[config.mk]
export PLATFORM = sky130hd
export DESIGN_NAME = sync_clk_divider
export DESIGN_NICKNAME = d
export VERILOG_FILES = /design/src/rtl/clkdiv_pkg.sv /design/src/rtl/clkdiv_rst_sync.sv /design/src/rtl/clkdiv_en_capture.sv /design/src/rtl/clkdiv_chain.sv /design/src/rtl/sync_clk_divider.sv
export SDC_FILE = /design/constraint.sdc
export NUM_CORES = 1
export LEC_CHECK = 0
export CAP_MARGIN = 40
export CORE_AREA = 2 2 39 41
export CTS_CLUSTER_SIZE = 40
export DETAILED_ROUTE_END_ITERATION = 7
export DIE_AREA = 0 0 41 43
export DONT_BUFFER_PORTS = 1
export PLACE_DENSITY_LB_ADDON = 0.08
export SLEW_MARGIN = 20
export SYNTH_ARGS = -nofsm -noshare
export SYNTH_HDL_FRONTEND = slang
export SYNTH_SLANG_ARGS = --single-unit
[constraint.sdc]
create_clock -name clk_i -period 0.8 [get_ports clk_i]
set_clock_uncertainty 0.15 [all_clocks]
set_input_delay 0.16 -clock clk_i [delete_from_list [all_inputs] [get_ports clk_i]]
set_output_delay 0.16 -clock clk_i [all_outputs]
set_load 0.01 [all_outputs]
[src/rtl/clkdiv_pkg.sv]
package clkdiv_pkg;
  // Default number of divider stages (one output per stage).
  localparam int unsigned DEF_STAGES = 3;
  // Default depth of the reset release synchronizer.
  localparam int unsigned DEF_SYNC   = 2;
endpackage

[src/rtl/clkdiv_rst_sync.sv]
module clkdiv_rst_sync #(
  parameter int unsigned SYNC_STAGES = 2
) (
  input  logic clk,
  input  logic rst_n,
  output logic rst_sync_n
);
  logic [SYNC_STAGES-1:0] sh_q;
  logic [SYNC_STAGES-1:0] sh_d;

  generate
    if (SYNC_STAGES == 1) begin : g_single
      assign sh_d = 1'b1;
    end else begin : g_multi
      assign sh_d = {sh_q[SYNC_STAGES-2:0], 1'b1};
    end
  endgenerate

  // Reset asserts at once and is released after SYNC_STAGES rising edges.
  always_ff @(posedge clk or negedge rst_n) begin
    if (!rst_n) sh_q <= '0;
    else        sh_q <= sh_d;
  end

  assign rst_sync_n = sh_q[SYNC_STAGES-1];
endmodule

[src/rtl/clkdiv_en_capture.sv]
module clkdiv_en_capture (
  input  logic clk,
  input  logic rst_n,
  input  logic en_i,
  output logic en_smp_o
);
  logic en_q;

  // Sample the run request while the clock is entering its low phase.
  always_ff @(negedge clk or negedge rst_n) begin
    if (!rst_n) en_q <= 1'b0;
    else        en_q <= en_i;
  end

  assign en_smp_o = en_q;
endmodule

[src/rtl/clkdiv_chain.sv]
module clkdiv_chain #(
  parameter int unsigned STAGES = 3
) (
  input  logic              clk,
  input  logic              rst_n,
  input  logic              en_smp_i,
  output logic [STAGES-1:0] cnt_o
);
  logic [STAGES-1:0] cnt_q;
  logic [STAGES-1:0] cnt_d;
  logic [STAGES-1:0] borrow;
  logic              at_rest;
  logic              advance;

  // Start or stop is only allowed at the all-low rest state.
  assign at_rest = (cnt_q == '0);
  assign advance = !at_rest || en_smp_i;

  assign borrow[0] = advance;
  generate
    for (genvar k = 1; k < STAGES; k++) begin : g_borrow
      assign borrow[k] = advance && (cnt_q[k-1:0] == '0);
    end
  endgenerate

  always_comb begin
    cnt_d = cnt_q ^ borrow;
  end

  always_ff @(posedge clk or negedge rst_n) begin
    if (!rst_n)       cnt_q <= '0;
    else if (advance) cnt_q <= cnt_d;
  end

  assign cnt_o = cnt_q;
endmodule

[src/rtl/sync_clk_divider.sv]
module sync_clk_divider #(
  parameter int unsigned STAGES      = clkdiv_pkg::DEF_STAGES,
  parameter int unsigned SYNC_STAGES = clkdiv_pkg::DEF_SYNC
) (
  input  logic              clk_i,
  input  logic              rst_n_i,
  input  logic              en_i,
  output logic [STAGES-1:0] div_o
);
  logic rst_sync_n;
  logic en_smp;

  clkdiv_rst_sync #(.SYNC_STAGES(SYNC_STAGES)) u_rst (
    .clk        (clk_i),
    .rst_n      (rst_n_i),
    .rst_sync_n (rst_sync_n)
  );

  clkdiv_en_capture u_en (
    .clk      (clk_i),
    .rst_n    (rst_sync_n),
    .en_i     (en_i),
    .en_smp_o (en_smp)
  );

  clkdiv_chain #(.STAGES(STAGES)) u_chain (
    .clk      (clk_i),
    .rst_n    (rst_sync_n),
    .en_smp_i (en_smp),
    .cnt_o    (div_o)
  );
endmodule

==> results of run 1 <==
[final cells by class]
type	count	area share
Sequential cell	6	0.433
Clock buffer	4	0.0758
Multi-Input combinational cell	10	0.264
Timing Repair Buffer	6	0.159
Tap cell	16	0.0578
Inverter	1	0.0108
[synthesized netlist by cell type]
library cell / number
sky130_fd_sc_hd__or4b_1: 1
sky130_fd_sc_hd__o21ai_0: 1
sky130_fd_sc_hd__ha_1: 1
sky130_fd_sc_hd__a31oi_1: 1
sky130_fd_sc_hd__or4_4: 1
sky130_fd_sc_hd__conb_1: 1
sky130_fd_sc_hd__nor2_1: 1
sky130_fd_sc_hd__dfrtp_1: 5
sky130_fd_sc_hd__nand2_1: 1
sky130_fd_sc_hd__inv_1: 1
sky130_fd_sc_hd__dfrtn_1: 1
sky130_fd_sc_hd__xnor2_1: 1
sky130_fd_sc_hd__nor2b_4: 1
[logic make-up (layout without fill, tap and decap cells)]
group,after synthesis,count (layout),share of synthesized area
adders and majority gates,1,1,0.0538
xor gates and xnor gates,1,1,0.0376
DFF,6,6,0.645
other,1,1,0.0161
AOI/OAI and AO/OA,2,2,0.0484
buffers and inverters,1,11,0.0161
and+or+nand+nor,5,5,0.183
[critical path, stage by stage, from the launching register on]
cell and delay (ns):
sky130_fd_sc_hd__dfrtn_1 0.33, sky130_fd_sc_hd__or4_4 0.44, sky130_fd_sc_hd__ha_4 0.18, sky130_fd_sc_hd__xnor2_1 0.12, sky130_fd_sc_hd__a31oi_1 0.15
[per-stage QoR]
stage          utilization  std cells  hold slack, ns  setup TNS (ns)  power, mW
2_1_floorplan            -         17          -0.286           -2.68      0.848
3_3_place_gp         0.219         38          -0.286           -2.98       1.04
3_5_place_dp         0.219         38          -0.286           -2.94       1.04
4_1_cts              0.250         43         -0.0182           -3.70       1.40
5_1_grt              0.250         43         -0.0142           -3.89       1.47
6_report             0.250         43        -0.00433           -3.62       1.36
[state kept, by name, indices dropped and copies added (netlist names)]
register / cells
u_chain.cnt_o: 3
u_en.en_smp_o: 1
u_rst.sh_q: 2
[repair_timing]
action	in CTS	in global routing
resized for setup	2	0
setup endpoints to repair	6	6
hold endpoints to repair	2	2
buffers inserted	0	0
[worst max path at each step]
| stage | start | endpoint | slack, ns | cells past startpoint |
|---|---|---|---|---|
| after floorplan | u_en.en_smp_o | u_chain.cnt_o[1] | -0.99 | 4 |
| after global placement | u_en.en_smp_o | u_chain.cnt_o[1] | -1.06 | 4 |
| after detailed placement | u_en.en_smp_o | u_chain.cnt_o[1] | -1.06 | 4 |
| after CTS | u_en.en_smp_o | u_chain.cnt_o[1] | -1.08 | 4 |
| after global routing | u_en.en_smp_o | u_chain.cnt_o[1] | -1.13 | 4 |
| final | u_en.en_smp_o | u_chain.cnt_o[1] | -1.06 | 4 |
[power groups by stage]
stage	registers, mW	logic, mW	clock network, mW
2_1_floorplan	0.511	0.337	0
3_3_place_gp	0.440	0.598	0
3_5_place_dp	0.437	0.603	0
4_1_cts	0.442	0.640	0.316
5_1_grt	0.458	0.682	0.334
6_report	0.440	0.623	0.292
[cell usage in the layout, fill, tap and decap left out, drive strengths merged]
cell         n
dfrtp        5
o21ai        1
inv          1
nand2        1
a31oi        1
nor2         1
or4          1
conb         1
dlygate4sd3  1
xnor2        1
ha           1
or4b         1
clkbuf       4
nor2b        1
buf          5
dfrtn        1
[layer usage]
metal,up-vias,GRT usage
li1,77,-
met1,75,0.0462
met2,6,0.0781
met3,2,0.0576
met4,0,0.0800
met5,-,0
==> results.txt, run 1 <==
The run finished, with violations left. The checks that failed: negative hold slack, negative setup slack. The remaining antenna violation count is 0. The number of DRC markers in iteration 0 is 0.

The total number of placement rows came out at 14. The final critical-path setup slack came out at -1.06 ns. The area used by multi-input combinational logic came out at 91.3 sq um. The count of buffers inserted at the top-level ports is 0. The worst-case vdd ir drop came out at 0.651 mV. The longest clock path from root to sink contains 2 buffers. The analysis attributes to net switching a power of 0.423 mW. Setup repair after global routing could not meet its margin everywhere. The internal power is 0.933 mW. Summed over all cells, the static leakage comes to 0.162 nW. Summing all non-filler instances in the final layout gives an area of 347 sq um.

The iteration count of the initial detailed-routing pass came out at 1. The number of vias per cell came out at 3.72. The number of nets in the synthesized netlist is 21. The area share of the largest cell type after synthesis is 0.538. The clock reaches the later pin of the worst-skew pair after 0.25 ns. The total congestion overflow came out at 0.

The synthesized flop and latch total is 6. The most area-hungry cell type in the Yosys netlist is sky130_fd_sc_hd__dfrtp_1. In this run the cell area of the synthesized design comes to 233 sq um. The global-route wire length before repair came out at 614 microns. The final layout contains routed wiring with a total length of 372 microns. The power density over the cells came out at 3910 mW/mm^2. After detailed routing, no signal wire sits above met4. The effective utilization at floorplan is 0.168. STA classifies the critical path startpoint as a flip-flop. The average detailed-routed wire length per instance is 8.65 microns.

In this run the standard cell core region covers 0.00138 sq mm. The remaining design rule violation count is 0. The worst setup path is captured at a flip-flop. The routed length on met1 came out at 126 microns.

The number of max-cap violations came out at 0. The hold-fix buffer count after cts came out at 1. The highest fanout seen on the critical path came out at 2.

The data required time of the critical path came out at 0.80 ns. In this run the cell area measured after placement is 303 sq um. The final net count came out at 32. The post-synthesis area per instance is 13.7 sq um. The total CTS buffers came out at 3.

The share of final-layout standard cells stronger than drive strength 1 came out at 0.407. The worst register-to-register path has a setup slack of -1.06 ns. The number of failing hold endpoints at the final stage came out at 2.

The maximum number of pins on one net before global-route repair is 5. 0 antenna diodes ended up in the layout. The number of antenna violations at the first check in global routing is 0. The filler cell count in the final layout came out at 151. The critical path in this run is classified as reg2reg. The tightest min-delay check is of the in2async type. The post-placement worst setup slack is -1.06 ns. The worst flop-to-flop path startpoint is u_en.en_smp_o. After synthesis, the netlist uses 13 different library cells. Across every metal layer, demand over resource in global routing totals 0.0628.

The via count is 160. The number of global-route vias before repair came out at 184. Of the total power, the clock network draws 0.216.

The relative contribution of combinational cells to total power is 0.460. Sorting the synthesized cells by area gives the leading types as sky130_fd_sc_hd__dfrtp_1 54%, sky130_fd_sc_hd__dfrtn_1 11%, sky130_fd_sc_hd__nor2b_4 5.9%, sky130_fd_sc_hd__ha_1 5.4%, sky130_fd_sc_hd__or4_4 4.8%. The number of cells produced by synthesis is 17. The final setup violation count came out at 6. The met3 routed wirelength came out at 53 microns. For the worst flop-to-flop path, the logic depth is 4. The arrival time at the worst endpoint came out at 1.86 ns.

The total die area came out at 0.00176 sq mm. Final hold analysis gives a worst-case slack of -0.00433 ns. The fraction of power consumed by sequential logic is 0.325. The congestion estimate from routability-driven global placement came to 0.561. The number of primary I/O pins is 6.

CTS placed an instance of sky130_fd_sc_hd__clkbuf_4 at the clock tree root. The clock tree from TritonCTS is done. The clock slew at the register clock pins of the worst setup and hold paths is 0.05 ns. The endpoint identified for the worst register-to-register timing path is u_chain.cnt_o[1]. The switching portion of total power is 0.312. The sequential cells in the finished layout cover a total of 150 sq um. The width of the die came out at 41 microns. The sequential element share of the synthesized area came out at 0.645. The total number of H-tree levels is 1.

The total met2 wirelength after detailed routing came out at 188 microns. In this run the vertical extent of the chip is 43 microns. The final count of pins violating max slew came out at 0.

The Yosys step of the flow raised 0 warnings. The total clock sinks came out at 6. The post-DP HPWL is 313 microns. Compared with the post-synthesis result, the final layout area differs by 48.9%.
No activity file was read; power rests on OpenSTA's default activity.
==> inputs of run 2 (changes only) <==
BUFFER_PORTS_ARGS = -buffer_cell sky130_fd_sc_hd__buf_2   (was not set)
DONT_BUFFER_PORTS = not set   (was 1)
==> results.txt, run 2 (synthesis gave the netlist of run 1 again) <==
The total number of placement rows was 14 (unchanged). The die height is 43 microns (unchanged). The setup TNS is -4.22 ns (-0.605 ns).

In the layout the commonest cells are 8 x sky130_fd_sc_hd__buf_6, 5 x sky130_fd_sc_hd__buf_4, 5 x sky130_fd_sc_hd__dfrtp_1. The number of antenna violations at the first check in global routing came out at 0 (unchanged). The cell type of the slowest stage on the worst timing path is sky130_fd_sc_hd__or4_4. The worst setup path is captured at a flip-flop. The worst-case vdd ir drop is 1.11 mV (+70%). TritonCTS built the clock tree. The count of buffers inserted at the top-level ports is 5 (+5). The run finished, with violations left. The total CTS buffers is 3 (unchanged). The fraction of the core area covered by cells at the end of the flow is 0.317 (+0.0669). The number of DRC markers in iteration 0 came out at 1 (+1). The worst flop-to-flop path startpoint is u_en.en_smp_o.

The hold slack came out at -0.00196 ns (+0.00238 ns). The final critical-path setup slack is -1.05 ns (+0.00714 ns). The area added between synthesis and finish came out at 88.7%. The remaining design rule violation count came to 0 (unchanged). The static power due to leakage was 0.216 nW (+33%). The final reports fail on negative hold slack, negative setup slack. The power consumption came out at 1.66 mW (+23%). The number of max-cap violations is 0 (unchanged). The effective utilization at floorplan came to 0.168 (unchanged). The total clock sinks is 6 (unchanged).

The final net count came out at 42 (+31%). The maximum number of pins on one net before global-route repair came out at 5 (unchanged). The wire length after detailed routing came out at 449 microns (+21%). The final count of pins violating max slew came out at 0 (unchanged). The iteration count of the initial detailed-routing pass was 2 (+1). The critical path startpoint category is a flip-flop. In this run the worst setup path begins at u_en.en_smp_o.

The number of vias per cell came out at 3.55 (-4.7%). The power density over the cells is 3790 mW/mm^2 (-3.1%). The share of final-layout standard cells stronger than drive strength 1 came out at 0.568 (+0.160).

The total die area is 0.00176 sq mm (unchanged). The number of failing hold endpoints at the final stage is 1 (-1). The maximum clock insertion buffer count came out at 2 (unchanged). The number of global-route vias before repair is 212 (+15%). The largest stage delay on the critical path was 0.44 ns (about the same). The global-route wire length before repair is 828 microns (+35%). The root buffer cell is sky130_fd_sc_hd__clkbuf_4.

Setup repair after global routing could not meet its margin everywhere. The type of the most critical hold path is reg2async. The clock slew at the register clock pins of the worst setup and hold paths is 0.05 ns (about the same). The number of primary I/O pins is 6 (unchanged). The remaining antenna violation count is 0 (unchanged). The floorplan core area came out at 0.00138 sq mm (unchanged). The total congestion overflow is 0 (unchanged). The width of the die is 41 microns (unchanged). The via count came out at 188 (+18%). The total number of H-tree levels came out at 1 (unchanged). The total buffers and inverters traversed by the critical path is 0 (unchanged). The antenna diode count is 0 (unchanged). The arrival time at the worst endpoint is 1.86 ns (about the same). The most common cell after layout, fill and taps aside is sky130_fd_sc_hd__buf_6. The average detailed-routed wire length per instance came out at 8.47 microns (-2.1%). The signal on the critical path passes through or4_4, ha_4, xnor2_1, a31oi_1. The classification of the worst setup path is reg2reg. The total global routing track utilization came to 0.0761 (+0.0133).

The final setup violation count is 6 (unchanged). The highest fanout seen on the critical path came out at 2 (unchanged). Among cell families on the critical path, the largest total delay comes from simple AND/OR/NAND/NOR gates. The number of flip-flops in the largest register is 3 (unchanged). The routability congestion estimate from global placement came out at 0.603 (+7.4%). The internal reg-to-reg setup slack was -1.05 ns (about the same). The insertion delay of the later-clocked pin in the worst-skew pair came out at 0.25 ns (about the same). The data required time of the critical path came out at 0.81 ns (about the same). The post-placement worst setup slack is -1.04 ns (+0.0135 ns).
-- run 2: timing repair --
item                                   CTS  global route
gates resized for setup                  7             5
hold buffers                             1             0
cloned                                   0             0
setup endpoints to repair                6             6
endpoints found under the hold margin    2             0
buffers inserted                         4             4
pin swaps                                0             1
-- run 2: layout make-up --
cell class | instances | area [sq um]
fill | 146 | 945
tap | 16 | 20.0
timing repair buffer | 16 | 148
sequential | 6 | 150
inverter | 1 | 3.75
multi-input combinational | 10 | 91.3
clock buffer | 4 | 26.3
-- run 2: worst paths after layout --
check,to,depth (start not counted)
worst max register to register,u_chain.cnt_o[1],4
min in group clk_i,u_en.en_smp_o,1
worst min-delay path,u_chain.cnt_o[2],1
worst max-delay path,u_chain.cnt_o[1],4
max in group asynchronous,u_en.en_smp_o,0
worst min register to register,u_chain.cnt_o[2],1
-- run 2: power breakdown --
group	switching [mW]	internal, mW	total [mW]
Combinational	0.331	0.589	0.920
Clock	0.110	0.189	0.299
Sequential	0.0515	0.393	0.444
Total	0.493	1.17	1.66
-- run 2: per-layer routing --
layer	global-route usage	routed length, microns	vias to the layer above
met5	0	0	-
met4	0.0800	0	0
met3	0.0314	19	0
met2	0.0875	243	5
met1	0.0963	186	86
li1	-	-	97
-- run 2: stage by stage --
| stage | std cells | area [sq um] |
|---|---|---|
| after floorplan | 17 | 245 |
| after global placement | 43 | 328 |
| final | 53 | 439 |
| after CTS | 52 | 425 |
| after detailed placement | 43 | 328 |
| after global routing | 53 | 439 |
-- run 2: worst register-to-register path: cells and delay by family, from the launching register on --
family	cells	cell delay, ns
compound gates	1	0.14
xor+xnor	1	0.11
fa+ha+maj	1	0.18
flops	1	0.34
simple gates	1	0.44
